**src/rtl/io_seq_pkg.sv**
```systemverilog
package io_seq_pkg;

  typedef enum logic [3:0] {
    S_IDLE,
    S_OF1, S_OF2, S_OF3,
    S_MR1, S_MR2, S_MR3,
    S_IO1, S_IO2, S_IOW, S_IO3,
    S_FIN,
    S_BAD
  } seq_state_e;

endpackage

```
**src/rtl/io_seq_fsm.sv**
```systemverilog
module io_seq_fsm
  import io_seq_pkg::*;
#(
  parameter int          DATA_W   = 8,
  parameter logic [7:0]  OPCODE   = 8'hDB,
  parameter int          NUM_WAIT = 1
) (
  input  logic              clk,
  input  logic              rst_n,
  input  logic              start_i,
  input  logic [DATA_W-1:0] data_i,
  output seq_state_e        state_o
);

  localparam int WCNT_W = (NUM_WAIT > 1) ? $clog2(NUM_WAIT) : 1;
  localparam logic [WCNT_W-1:0] WLAST = WCNT_W'(NUM_WAIT - 1);

  seq_state_e        state_q, state_d;
  logic [WCNT_W-1:0] wcnt_q, wcnt_d;
  logic              wcnt_en;

  // next state
  always_comb begin
    state_d = state_q;
    unique case (state_q)
      S_IDLE: if (start_i) state_d = S_OF1;
      S_OF1:  state_d = S_OF2;
      S_OF2:  state_d = S_OF3;
      S_OF3:  state_d = (data_i == DATA_W'(OPCODE)) ? S_MR1 : S_BAD;
      S_MR1:  state_d = S_MR2;
      S_MR2:  state_d = S_MR3;
      S_MR3:  state_d = S_IO1;
      S_IO1:  state_d = S_IO2;
      S_IO2:  state_d = S_IOW;
      S_IOW:  if (wcnt_q == WLAST) state_d = S_IO3;
      S_IO3:  state_d = S_FIN;
      S_FIN:  state_d = S_IDLE;
      S_BAD:  state_d = S_IDLE;
      default: state_d = S_IDLE;
    endcase
  end

  // wait-state counter
  always_comb begin
    wcnt_en = (state_q == S_IO2) || (state_q == S_IOW);
    wcnt_d  = (state_q == S_IOW) ? wcnt_q + WCNT_W'(1) : '0;
  end

  always_ff @(posedge clk or negedge rst_n) begin
    if (!rst_n) begin
      state_q <= S_IDLE;
    end else begin
      state_q <= state_d;
    end
  end

  always_ff @(posedge clk or negedge rst_n) begin
    if (!rst_n) begin
      wcnt_q <= '0;
    end else if (wcnt_en) begin
      wcnt_q <= wcnt_d;
    end
  end

  assign state_o = state_q;

endmodule

```
**src/rtl/io_seq_dp.sv**
```systemverilog
module io_seq_dp
  import io_seq_pkg::*;
#(
  parameter int ADDR_W = 16,
  parameter int DATA_W = 8
) (
  input  logic              clk,
  input  logic              rst_n,
  input  seq_state_e        state_i,
  input  logic              start_i,
  input  logic [ADDR_W-1:0] pc_i,
  input  logic [DATA_W-1:0] data_i,
  output logic [ADDR_W-1:0] pc_o,
  output logic [DATA_W-1:0] port_o,
  output logic [DATA_W-1:0] acc_o
);

  logic [ADDR_W-1:0] pc_q;
  logic [DATA_W-1:0] port_q, acc_q;
  logic              pc_en, port_en, acc_en;

  always_comb begin
    pc_en   = (state_i == S_IDLE) && start_i;
    port_en = (state_i == S_MR3);
    acc_en  = (state_i == S_IO3);
  end

  always_ff @(posedge clk or negedge rst_n) begin
    if (!rst_n) pc_q <= '0;
    else if (pc_en) pc_q <= pc_i;
  end

  always_ff @(posedge clk or negedge rst_n) begin
    if (!rst_n) port_q <= '0;
    else if (port_en) port_q <= data_i;
  end

  always_ff @(posedge clk or negedge rst_n) begin
    if (!rst_n) acc_q <= '0;
    else if (acc_en) acc_q <= data_i;
  end

  assign pc_o   = pc_q;
  assign port_o = port_q;
  assign acc_o  = acc_q;

endmodule

```
**src/rtl/io_seq_bus.sv**
```systemverilog
module io_seq_bus
  import io_seq_pkg::*;
#(
  parameter int ADDR_W = 16,
  parameter int DATA_W = 8
) (
  input  seq_state_e        state_i,
  input  logic [ADDR_W-1:0] pc_i,
  input  logic [DATA_W-1:0] port_i,
  output logic [ADDR_W-1:0] addr_o,
  output logic              mreq_n_o,
  output logic              iorq_n_o,
  output logic              rd_n_o
);

  localparam int HI_W = ADDR_W - DATA_W;

  logic [ADDR_W-1:0] io_addr;
  assign io_addr = {{HI_W{1'b0}}, port_i};

  always_comb begin
    addr_o   = '0;
    mreq_n_o = 1'b1;
    iorq_n_o = 1'b1;
    rd_n_o   = 1'b1;
    unique case (state_i)
      S_OF1: addr_o = pc_i;
      S_OF2, S_OF3: begin
        addr_o   = pc_i;
        mreq_n_o = 1'b0;
        rd_n_o   = 1'b0;
      end
      S_MR1: addr_o = pc_i + ADDR_W'(1);
      S_MR2, S_MR3: begin
        addr_o   = pc_i + ADDR_W'(1);
        mreq_n_o = 1'b0;
        rd_n_o   = 1'b0;
      end
      S_IO1: addr_o = io_addr;
      S_IO2, S_IOW, S_IO3: begin
        addr_o   = io_addr;
        iorq_n_o = 1'b0;
        rd_n_o   = 1'b0;
      end
      default: ;
    endcase
  end

endmodule

```
**src/rtl/io_in_seq.sv**
```systemverilog
module io_in_seq
  import io_seq_pkg::*;
#(
  parameter int         ADDR_W   = 16,
  parameter int         DATA_W   = 8,
  parameter logic [7:0] OPCODE   = 8'hDB,
  parameter int         NUM_WAIT = 1
) (
  input  logic              clk,
  input  logic              rst_n,
  input  logic              start_i,
  input  logic [ADDR_W-1:0] pc_i,
  input  logic [DATA_W-1:0] data_i,
  output logic [ADDR_W-1:0] addr_o,
  output logic              mreq_n_o,
  output logic              iorq_n_o,
  output logic              rd_n_o,
  output logic [DATA_W-1:0] acc_o,
  output logic              done_o,
  output logic              illegal_o
);

  seq_state_e        state;
  logic [ADDR_W-1:0] pc_l;
  logic [DATA_W-1:0] port_l;

  io_seq_fsm #(
    .DATA_W(DATA_W), .OPCODE(OPCODE), .NUM_WAIT(NUM_WAIT)
  ) fsm_i (
    .clk(clk), .rst_n(rst_n), .start_i(start_i),
    .data_i(data_i), .state_o(state)
  );

  io_seq_dp #(.ADDR_W(ADDR_W), .DATA_W(DATA_W)) dp_i (
    .clk(clk), .rst_n(rst_n), .state_i(state), .start_i(start_i),
    .pc_i(pc_i), .data_i(data_i),
    .pc_o(pc_l), .port_o(port_l), .acc_o(acc_o)
  );

  io_seq_bus #(.ADDR_W(ADDR_W), .DATA_W(DATA_W)) bus_i (
    .state_i(state), .pc_i(pc_l), .port_i(port_l),
    .addr_o(addr_o), .mreq_n_o(mreq_n_o),
    .iorq_n_o(iorq_n_o), .rd_n_o(rd_n_o)
  );

  assign done_o    = (state == S_FIN);
  assign illegal_o = (state == S_BAD);

endmodule

```
**config.mk**
```make
export PLATFORM = sky130hd
export DESIGN_NAME = io_in_seq
export DESIGN_NICKNAME = d
export VERILOG_FILES = /design/src/rtl/io_seq_pkg.sv /design/src/rtl/io_seq_fsm.sv /design/src/rtl/io_seq_dp.sv /design/src/rtl/io_seq_bus.sv /design/src/rtl/io_in_seq.sv
export SDC_FILE = /design/constraint.sdc
export NUM_CORES = 1
export LEC_CHECK = 0
export BUFFER_PORTS_ARGS = -buffer_cell sky130_fd_sc_hd__buf_2
export CORE_MARGIN = 3
export CORE_UTILIZATION = 30
export DETAILED_ROUTE_END_ITERATION = 16
export GPL_ROUTABILITY_DRIVEN = 0
export PLACE_DENSITY = 0.56
export SLEW_MARGIN = 20
export SYNTH_ARGS = -nofsm -noshare
export SYNTH_HDL_FRONTEND = slang
export SYNTH_SLANG_ARGS = --single-unit
```
**constraint.sdc**
```tcl
create_clock -name clk -period 2.1 [get_ports clk]
set_clock_uncertainty 0.1 [all_clocks]
set_input_delay 0.105 -clock clk [delete_from_list [all_inputs] [get_ports clk]]
set_output_delay 0.105 -clock clk [all_outputs]
set_load 0.005 [all_outputs]
```
* After elaboration in Yosys (flattened, before gate mapping)
Cells that the tools add are included.
Word-level totals: input bits 27, output and inout port bits 29, bits in registers 37, word-level logic and storage cells 41
Operators by class: muxes and demuxes 9, equality and inequality tests 15, add/sub/neg operators 2, reduce and logical (&&, ||, !) cells 10
Operators with widths (number):
- $pmux 16 s3 | 1
- $pmux 4 s11 | 1
- $eq 4x4->1 const B | 5
- $add 16x1->16 const B | 1
- $eq 4x3->1 const B | 4
- $mux 4 | 3
- $reduce_or 3->1 | 3
- $eq 4x2->1 const B | 2
- $eq 8x8->1 const B | 1
- $reduce_or 4->1 | 2
- $reduce_or 7->1 | 1
- $eq 4x1->1 const B | 1
- $logic_not 4->1 | 1
- $mux 1 | 4
- $ne 2x2->1 const B | 2
- $reduce_and 2->1 | 1
- $add 1x1->1 const B | 1
- $logic_and 1x1->1 | 1
- $logic_or 1x1->1 | 1

* Logic depth before layout (Yosys ltp)
Gate-level depths: netlist (run 1).
depth in word-level cells 3, depth in mapped cells 6, depth with buffers taken out 5

* Hierarchy
A second synthesis (run 1) with hierarchy kept.
Second synthesis, totals: cell total of the unflattened synthesis 202, area, all modules 2202.1 um2
By module, submodules not included:
- io_seq_dp | times used 1, cells an instance 72, area each 1277.5 um2, sequential area each 800.8 um2
- io_seq_bus | times used 1, cells an instance 101, area each 640.6 um2, sequential area each 0.0 um2
- io_seq_fsm | times used 1, cells an instance 27, area each 260.2 um2, sequential area each 125.1 um2
- io_in_seq | times used 1, cells an instance 2, area each 23.8 um2, sequential area each 0.0 um2

* Least setup slack after synthesis (run 1)
Ideal clock, no wire load.
path type register to output, start point register dp_i.pc_q[0] (netlist: dp_i.pc_o[0]), end point output addr_o[8], stages on the path, launching flop included 6, path buffers 0, path slack 0.523 ns, data required time 1.895 ns, data arrival time 1.372 ns, cell sequence dfrtp_1 -> ha_1 -> and4_1 -> and3_1 -> a21o_1 -> a31oi_1
On the way: cells in the longest elaborated chain, start to end 2
RTL lines:
- from (decl) | RTL line io_seq_dp.sv:18 | logic [ADDR_W-1:0] pc_q;
- from (signal assigned) | RTL line io_seq_dp.sv:30 | else if (pc_en) pc_q <= pc_i;
- $add 16x1->16 | RTL line io_seq_bus.sv:33, io_seq_bus.sv:35
- $pmux 16 s3 | RTL line io_seq_bus.sv:26 | unique case (state_i)
- to (decl) | RTL line io_in_seq.sv:14 | output logic [ADDR_W-1:0] addr_o,
Every way passes these cells.

* Worst setup path in the final report (run 1)
start point register fsm_i.state_q[3] (netlist: fsm_i.state_o[3]), end point output addr_o[15]
On the way: cells in the longest elaborated chain, start to end 3, elaborated cells on any way between the ends 14, classes of those cells 10 x eq/ne; 1 x mux; 3 x reduce/logical
RTL lines:
- from (decl) | RTL line io_seq_fsm.sv:18 | seq_state_e state_q, state_d;
- from (signal assigned) | RTL line io_seq_fsm.sv:53 | state_q <= state_d;
- $eq 4x4->1 (tied with other cells) | RTL line io_seq_bus.sv:26
- $reduce_or 4->1 (no line) / $reduce_or 3->1 (equally long branches)
- $pmux 16 s3 * | RTL line io_seq_bus.sv:26
Every way passes the cells marked *; elsewhere a longest branch is shown, timed or not.

==> results_dict.tcl, run 1 <==
set metrics [dict create \
    grt-ovfl-total 0 \
    cts_tree "yes" \
    hold_viol_final 0 \
    syn_inst 198 \
    yosysUniqueCellTypes 48 \
    port_buffers 55 \
    finalCritPeriodShare_pct 96.4 \
    ant_nets 0 \
    drive_gt1_share_pct 46.8 \
    syn_nets 226 \
    antenna_found_initial 0 \
    met2_usage_pct 22.8 \
    slew_headroom_pct 42.7 \
    antenna_cells 0 \
    hpwl_mm 3.94 \
    ys_ff_latch 37 \
    wl_per_cell_um 15.1 \
    syn_avg_cell_area_um2 10.5 \
    area_growth_pct 41.8 \
    cp_slowest_stage_delay_ns 0.51 \
    clk_pin_slew_ns 0.07 \
    drc 0 \
    fmax_mhz 494 \
    grt_usage_pct 15.0 \
    synth_top_area_share_pct 44.3 \
    ys_async_sr_fraction_pct 100 \
    firstDrtPassIters 4 \
    yosysWarnings 0 \
    fp.dieH_um 89.4 \
    drv_slew 0 \
    synth-seq-area-share_pct 44.3 \
    initialDrtViolationCount 87 \
    cp.required_ns 1.89 \
    start_util_pct 32.0 \
    via_count 1900 \
    rsz0062_at_grt "yes" \
    status "completed" \
    core_um2 6530 \
    stdcell_area_um2 2960 \
    die_x_um 89.4 \
    grt_use_met3_pct 3.32 \
    vias_per_cell 5.14 \
    synth_most_common_cell "dfrtp_1" \
    dpl-instance-area_um2 2470 \
    p_total_mw 4.33 \
    worst_ep_arrival_time_ns 1.82 \
    final_util_pct 45.3 \
    numCtsBuffers 5 \
    clockBufferDepth 2 \
    dpl.cell_count 328 \
    crit_path_end_kind "output pin" \
    synth_flop_cell "dfrtp_1" \
    ff2ff_path_depth 4 \
    crit_type "flop to output pin" \
    cp_top_family "simple AND/OR/NAND/NOR gates" \
    critPathBufInv 1 \
    use_met1_pct 21.3 \
    grt_pass1_wl_mm 9.22 \
    finalSetupViolCount 0 \
    post-route-min-period_ns 2.03 \
    fin_hold_ws_ns 0.182 \
    peakVddDrop_uv 577 \
    synthTopCellsByCount "dfrtp_1 (37), mux2_2 (31), nand2_1 (16)" \
    fp-row-count 29 \
    hp-class "primary input to flop" \
    synthTopCellsByArea "dfrtp_1 (44%), mux2_2 (17%), nand2_1 (2.9%), buf_2 (2.4%), o21ai_0 (1.9%)" \
    path_depth 5 \
    die-area_um2 8000 \
    grt_pass1_vias 1859 \
    path_max_fanout 9 \
    yosys.area.top_type "dfrtp_1" \
    grt_max_degree 38 \
    power.leakage_nw 1.35 \
    cpMostUsedCell "nand2b_4" \
    crit_chain "nand2b_4 -> nand2b_4 -> or4_1 -> nand3_1 -> buf_2" \
    syn-cell-area_um2 2090 \
    synth_edf_count 0 \
    cts_sinks 37 \
    nNetsFinal 320 \
    pin_count 56 \
    power.density_nw_per_um2 1460 \
    clk_latency_ns 0.29 \
    start_kind "flop" \
    final_cells 370 \
    hold_depth 5 \
    max_cap_viol_count 0 \
    worst_pin_slew_ns 0.860 \
    busiest_layer "met2" \
    drt-total-wl_mm 5.57 \
    root_buffer "clkbuf_8" \
    htreeDepth 2 \
    cp_slowest_cell "or4_1" \
]
==> layout make-up <==
class                   instances  area [um2]
flip-flops and latches         37         933
inverters                       3        11.3
clock buffers                   5        68.8
fillers                       624        3570
clock inverters                 3        46.3
well taps                      77        96.3
multi-input cells             148        1150
repair buffers                 97         657
==> cell families (layout without fill, tap and decap cells) <==
kind of cell               after synthesis  in the layout  synth area share, %
and+or+nand+nor                         68             69                 19.0
AOI/OAI and AO/OA                       44             44                 14.7
DFF                                     37             37                 44.3
muxes                                   32             32                 17.2
buffers and inverters                   14            108                 3.30
xor gates and xnor gates                 2              2                0.839
adders and majority gates                1              1                0.599
==> path summary, 6_finish.rpt <==
kind	from	to	slack, ns
worst max register to register	fsm_i.state_o[2]$_DFFE_PN0P_	dp_i.pc_o[9]$_DFFE_PN0P_	0.32
worst max-delay path	fsm_i.state_o[3]$_DFFE_PN0P_	addr_o[15]	0.07
worst min-delay path	start_i	fsm_i.state_o[0]$_DFFE_PN0P_	0.18
max in group asynchronous	rst_n	fsm_i.state_o[0]$_DFFE_PN0P_	0.94
worst min register to register	dp_i.acc_o[0]$_DFFE_PN0N_	dp_i.acc_o[0]$_DFFE_PN0N_	0.40
min in group asynchronous	rst_n	dp_i.pc_o[15]$_DFFE_PN0P_	0.35
==> placed cells by master, fill, tap and decap left out, types with 3 or more instances in the layout <==
master         count
nand2b_1           4
mux2_2            31
and3_4             4
dlygate4sd3_1     25
o21ai_0            7
buf_2             55
a31oi_1            4
nor3_1             3
nor2_1             7
dfrtp_2            6
o21ai_1            3
a21oi_1            4
dfrtp_1           31
a211oi_1           3
nand3_1            6
nand4_1            3
inv_1              3
nand2_1           15
a21o_1             5
buf_4             16
clkbuf_8           5
==> layer usage <==
metal,vias to the layer above,part of all wire [%]
met5,-,0
li1,930,-
met1,910,46
met2,54,47
met4,0,1.2
met3,6,5.6
==> flip-flops by register name, summed over array words and instances (netlist names) <==
register / cells
dp_i.acc_o: 8
fsm_i.state_o: 4
dp_i.pc_o: 16
fsm_i.wcnt_q: 1
dp_i.port_o: 8
==> power breakdown <==
| part | internal, mW | switching (mW) | total [mW] |
|---|---|---|---|
| Sequential | 1.08 | 0.342 | 1.43 |
| Clock | 0.355 | 0.276 | 0.631 |
| Combinational | 1.22 | 1.06 | 2.28 |
| Total | 2.66 | 1.68 | 4.33 |
==> worst min-delay path, delay by kind of cell <==
kind            cells  cell delay (ns)
compound gates      1             0.05
simple gates        3             0.27
buf+inv             1             0.12
==> through the flow <==
stage,setup TNS [ns],worst slack (ns)
2_1_floorplan,0,0.523
3_3_place_gp,0,0.252
3_5_place_dp,0,0.209
4_1_cts,0,0.00452
5_1_grt,-0.0738,-0.0261
6_report,0,0.0749
==> what timing repair did <==
| action | in CTS | in global routing |
|---|---|---|
| pin swaps | 0 | 2 |
| setup buffers | 2 | 6 |
| hold buffers | 25 | 0 |
| cloned | 0 | 1 |
| gates resized for setup | 7 | 17 |
| endpoints found under the hold margin | 69 | 0 |
| setup endpoints to repair | 9 | 14 |
No activity file was read; power rests on OpenSTA's default activity.
==> inputs of run 2 (changes only) <==
==> constraint.sdc (replaced) <==
create_clock -name clk -period 2.1 [get_ports clk]
set_clock_uncertainty 0.1 [all_clocks]
set_input_delay 0.105 -clock clk [delete_from_list [all_inputs] [get_ports clk]]
set_output_delay 0.105 -clock clk [all_outputs]
set_load 0.02 [all_outputs]
==> results_dict.tcl, run 2 (synthesis gave the netlist of run 1 again) <==
set metrics [dict create \
    via_count 1968 \
    switching_share_pct 42.0 \
    p_seq_share_pct 27.2 \
    max_cap_viol_count 0 \
    wl_per_cell_um 14.9 \
    pin_count 56 \
    clockBufferDepth 2 \
    stdcell_area_um2 3220 \
    drc 0 \
    dpl-instance-area_um2 2490 \
    worst_pin_slew_ns 0.832 \
    die-area_um2 8000 \
    fp.dieH_um 89.4 \
    use_met1_pct 20.5 \
    nNetsFinal 337 \
    vias_per_cell 5.09 \
    numCtsBuffers 5 \
    grt-ovfl-total 0 \
    start_kind "flop" \
    crit_path_end_kind "output pin" \
    grt_usage_pct 14.9 \
    grt_pass1_wl_mm 9.17 \
    ff2ff_path_depth 5 \
    clk_pin_slew_ns 0.08 \
    mostFrequentLayoutCells "buf_2 (47), buf_4 (36), mux2_2 (31)" \
    place_ws_ns 0.224 \
    cts_sinks 37 \
    final_util_pct 49.3 \
    die_x_um 89.4 \
    area_growth_pct 54.3 \
    cts_tree "yes" \
    regArea_um2 938 \
    peakVddDrop_uv 761 \
    initialDrtViolationCount 68 \
    p_total_mw 5.37 \
    finalSetupViolCount 0 \
    firstDrtPassIters 4 \
    met2_usage_pct 23.1 \
    status "completed" \
    core_um2 6530 \
    hold_viol_final 0 \
    p_int_mw 3.12 \
    hold_depth 5 \
    root_buffer "clkbuf_8" \
    grt_pass1_vias 1872 \
    path_max_fanout 7 \
    ant_nets 0 \
    final_cells 387 \
    finalWorstSetupSlack_ns 0.0328 \
    rrSetupSlack_ns 0.25 \
    grt_max_degree 38 \
    min_from "start_i" \
    fillers 614 \
    finalSetupTns_ns 0 \
    port_buffers 55 \
    p_clk_share_pct 14.3 \
    post-route-min-period_ns 2.07 \
    final_common_cell "buf_2" \
    switching_power_mw 2.26 \
    clk_latency_ns 0.30 \
    power.leakage_nw 1.47 \
    start_util_pct 32.0 \
    fp-row-count 29 \
    cp.required_ns 1.89 \
    worst_ep_arrival_time_ns 1.86 \
    hp-class "primary input to flop" \
    drt-total-wl_mm 5.79 \
    antenna_found_initial 0 \
    rsz0062_at_grt "yes" \
    dpl.cell_count 331 \
    r2r-start "fsm_i.state_o[3]$_DFFE_PN0P_" \
    htreeDepth 2 \
    busiest_layer "met2" \
    drv_slew 0 \
    combPwrFrac_pct 58.5 \
    multi_input_area_um2 1220 \
    power.density_nw_per_um2 1670 \
    hpwl_mm 3.91 \
    crit_type "flop to output pin" \
    grt_use_met3_pct 3.69 \
    fmax_mhz 484 \
    largest_register_ff_count 16 \
    finalCritPeriodShare_pct 98.4 \
    drive_gt1_share_pct 54.5 \
    timing.rr.end "dp_i.port_o[2]$_DFFE_PN0P_" \
    antenna_cells 0 \
    fin_hold_ws_ns 0.172 \
    slew_headroom_pct 44.5 \
    min_to "fsm_i.state_o[0]$_DFFE_PN0P_" \
]
[run 2: power by group through the flow]
stage	Sequential, mW	Combinational, mW	Clock, mW
finish	1.46	3.14	0.766
global placement	1.46	2.46	0
global route	1.53	3.42	0.808
floorplan	1.41	1.71	0
CTS	1.46	2.62	0.777
detailed placement	1.47	2.47	0
[run 2: worst max-delay path by stage]
stage | from | to | slack [ns] | cells past startpoint
floorplan | fsm_i.state_o[3]$_DFFE_PN0P_ | addr_o[5] | 0.07 | 5
global placement | dp_i.pc_o[0]$_DFFE_PN0P_ | addr_o[8] | 0.21 | 6
detailed placement | dp_i.pc_o[0]$_DFFE_PN0P_ | addr_o[8] | 0.22 | 6
CTS | fsm_i.state_o[3]$_DFFE_PN0P_ | addr_o[15] | 0.01 | 5
global route | fsm_i.state_o[0]$_DFFE_PN0P_ | addr_o[1] | -0.07 | 6
finish | fsm_i.state_o[3]$_DFFE_PN0P_ | addr_o[1] | 0.03 | 7
[run 2: critical path: stages (launching register included)]
cell	delay [ns]
dfrtp_2	0.45
nand2b_4	0.16
buf_6	0.12
mux2i_1	0.06
buf_4	0.16
a222oi_1	0.36
inv_1	0.11
buf_6	0.15
[run 2: per-layer routing]
metal | vias to the layer above | wire (um) | share of wire (%)
met4 | 0 | 132 | 2.3
met2 | 38 | 2720 | 47
met1 | 949 | 2710 | 47
met5 | - | 0 | 0
met3 | 12 | 226 | 3.9
li1 | 969 | - | -
[run 2: cell type report]
cell class | count | area share [%]
flip-flops and latches | 37 | 29.1
well taps | 77 | 2.99
inverters | 3 | 0.349
multi-input cells | 148 | 37.7
repair buffers | 114 | 25.5
clock inverters | 3 | 2.14
clock buffers | 5 | 2.14
[run 2: timing repair]
item	4_1_cts	5_1_grt
gates cloned	0	1
hold buffers	25	0
endpoints found under the hold margin	69	0
resized for setup	14	41
pin swaps	0	6
setup endpoints to repair	14	15
buffers inserted	5	17
==> inputs of run 3 (changes only) <==
--- a/config.mk
+++ b/config.mk
@@ -11,6 +11,7 @@
 export DETAILED_ROUTE_END_ITERATION = 16
 export GPL_ROUTABILITY_DRIVEN = 0
 export PLACE_DENSITY = 0.56
+export REMOVE_ABC_BUFFERS = 1
 export SLEW_MARGIN = 20
 export SYNTH_ARGS = -nofsm -noshare
 export SYNTH_HDL_FRONTEND = slang
==> results_dict.tcl, run 3 (synthesis gave the netlist of run 1 again) <==
set metrics [dict create \
    dpl-instance-area_um2 2480 \
    clk_pin_slew_ns 0.08 \
    clk_latency_ns 0.29 \
    rrSetupSlack_ns 0.35 \
    final_util_pct 46.6 \
    fp-row-count 29 \
    hold_viol_final 0 \
    grt_pass1_vias 1834 \
    drive_gt1_share_pct 47.3 \
    clockBufferDepth 2 \
    crit_path_end_kind "output pin" \
    min_to "fsm_i.state_o[0]$_DFFE_PN0P_" \
    hp-class "primary input to flop" \
    via_count 1930 \
    drc 0 \
    crit_type "flop to output pin" \
    p_seq_share_pct 28.2 \
    fin_hold_ws_ns 0.214 \
    cp.required_ns 1.89 \
    path_max_fanout 7 \
    finalCritPeriodShare_pct 97.4 \
    post-route-min-period_ns 2.05 \
    worst_pin_slew_ns 0.865 \
    drv_slew 0 \
    firstDrtPassIters 4 \
    place_ws_ns 0.192 \
    p_total_mw 5.07 \
    combPwrFrac_pct 57.3 \
    die-area_um2 8000 \
    grt_max_degree 38 \
    worst_ep_arrival_time_ns 1.84 \
    core_um2 6530 \
    htreeDepth 2 \
    status "completed" \
    ant_nets 0 \
    drt-total-wl_mm 5.70 \
    area_growth_pct 45.6 \
    finalSetupTns_ns 0 \
    fillers 632 \
    hpwl_mm 3.97 \
    max_cap_viol_count 0 \
    power.leakage_nw 1.39 \
    p_clk_share_pct 14.5 \
    start_util_pct 32.0 \
    grt_usage_pct 14.7 \
    hold_depth 5 \
    switching_power_mw 2.15 \
    port_buffers 55 \
    min_from "start_i" \
    antenna_cells 0 \
    mostFrequentLayoutCells "buf_2 (52), mux2_2 (31), dfrtp_1 (31)" \
    final_common_cell "buf_2" \
    initialDrtViolationCount 100 \
    finalSetupViolCount 0 \
    slew_headroom_pct 42.4 \
    pin_count 56 \
    wl_per_cell_um 15.4 \
    largest_register_ff_count 16 \
    p_int_mw 2.92 \
    stdcell_area_um2 3040 \
    timing.rr.end "dp_i.acc_o[2]$_DFFE_PN0N_" \
    grt_pass1_wl_mm 8.91 \
    fp.dieH_um 89.4 \
    final_cells 371 \
    peakVddDrop_uv 766 \
    switching_share_pct 42.4 \
    cts_tree "yes" \
    ff2ff_path_depth 4 \
    nNetsFinal 321 \
    r2r-start "fsm_i.state_o[0]$_DFFE_PN0P_" \
    rsz0062_at_grt "yes" \
    vias_per_cell 5.20 \
    start_kind "flop" \
    dpl.cell_count 330 \
    numCtsBuffers 5 \
    fmax_mhz 489 \
    finalWorstSetupSlack_ns 0.0540 \
    root_buffer "clkbuf_8" \
    cts_sinks 37 \
    grt-ovfl-total 0 \
    power.density_nw_per_um2 1670 \
    antenna_found_initial 0 \
    die_x_um 89.4 \
]
-- run 3: area by class of cell --
type	instances	area [um2]	share of cell area [%]
clock buffers	5	68.8	2.26
clock inverters	3	65.1	2.14
inverters	3	11.3	0.370
multi-input cells	147	1150	38.0
flip-flops and latches	37	933	30.7
well taps	77	96.3	3.17
repair buffers	99	711	23.4
-- run 3: worst max-delay path by stage --
| stage | startpoint | endpoint | slack (ns) |
|---|---|---|---|
| after detailed placement | fsm_i.state_o[2]$_DFFE_PN0P_ | addr_o[15] | 0.19 |
| after CTS | fsm_i.state_o[3]$_DFFE_PN0P_ | addr_o[15] | -0.009 |
| after global placement | fsm_i.state_o[2]$_DFFE_PN0P_ | addr_o[15] | 0.23 |
| after global routing | fsm_i.state_o[3]$_DFFE_PN0P_ | addr_o[1] | -0.06 |
| after floorplan | fsm_i.state_o[3]$_DFFE_PN0P_ | addr_o[5] | 0.07 |
| final | dp_i.pc_o[7]$_DFFE_PN0P_ | addr_o[15] | 0.05 |
-- run 3: layer usage --
layer / share of wire (%) / vias to the layer above / GRT usage, %
met4: 2.0 / 0 / 5.14
li1: - / 931 / -
met2: 48 / 58 / 23.0
met5: 0 / - / 0
met3: 4.8 / 10 / 2.95
met1: 46 / 931 / 20.1
-- run 3: timing repair --
action                     CTS  global route
setup buffers                3             4
hold endpoints to repair    69             0
pin swaps                    2             3
resized for setup           10            26
setup endpoints to repair   11            15
hold buffers                25             0
cloned                       0             1
-- run 3: critical path, stage by stage, from the launching register on --
cell and delay, ns:
dfrtp_2 0.42, and3_2 0.24, nand3_1 0.14, or4_1 0.49, nand3_1 0.10, buf_2 0.17
-- run 3: power by group through the flow --
stage | clock network, mW | registers [mW] | logic [mW]
after floorplan | 0 | 1.47 | 1.56
after global placement | 0 | 1.40 | 2.52
after detailed placement | 0 | 1.41 | 2.54
after CTS | 0.755 | 1.40 | 2.69
after global routing | 0.787 | 1.49 | 3.15
final | 0.736 | 1.43 | 2.90
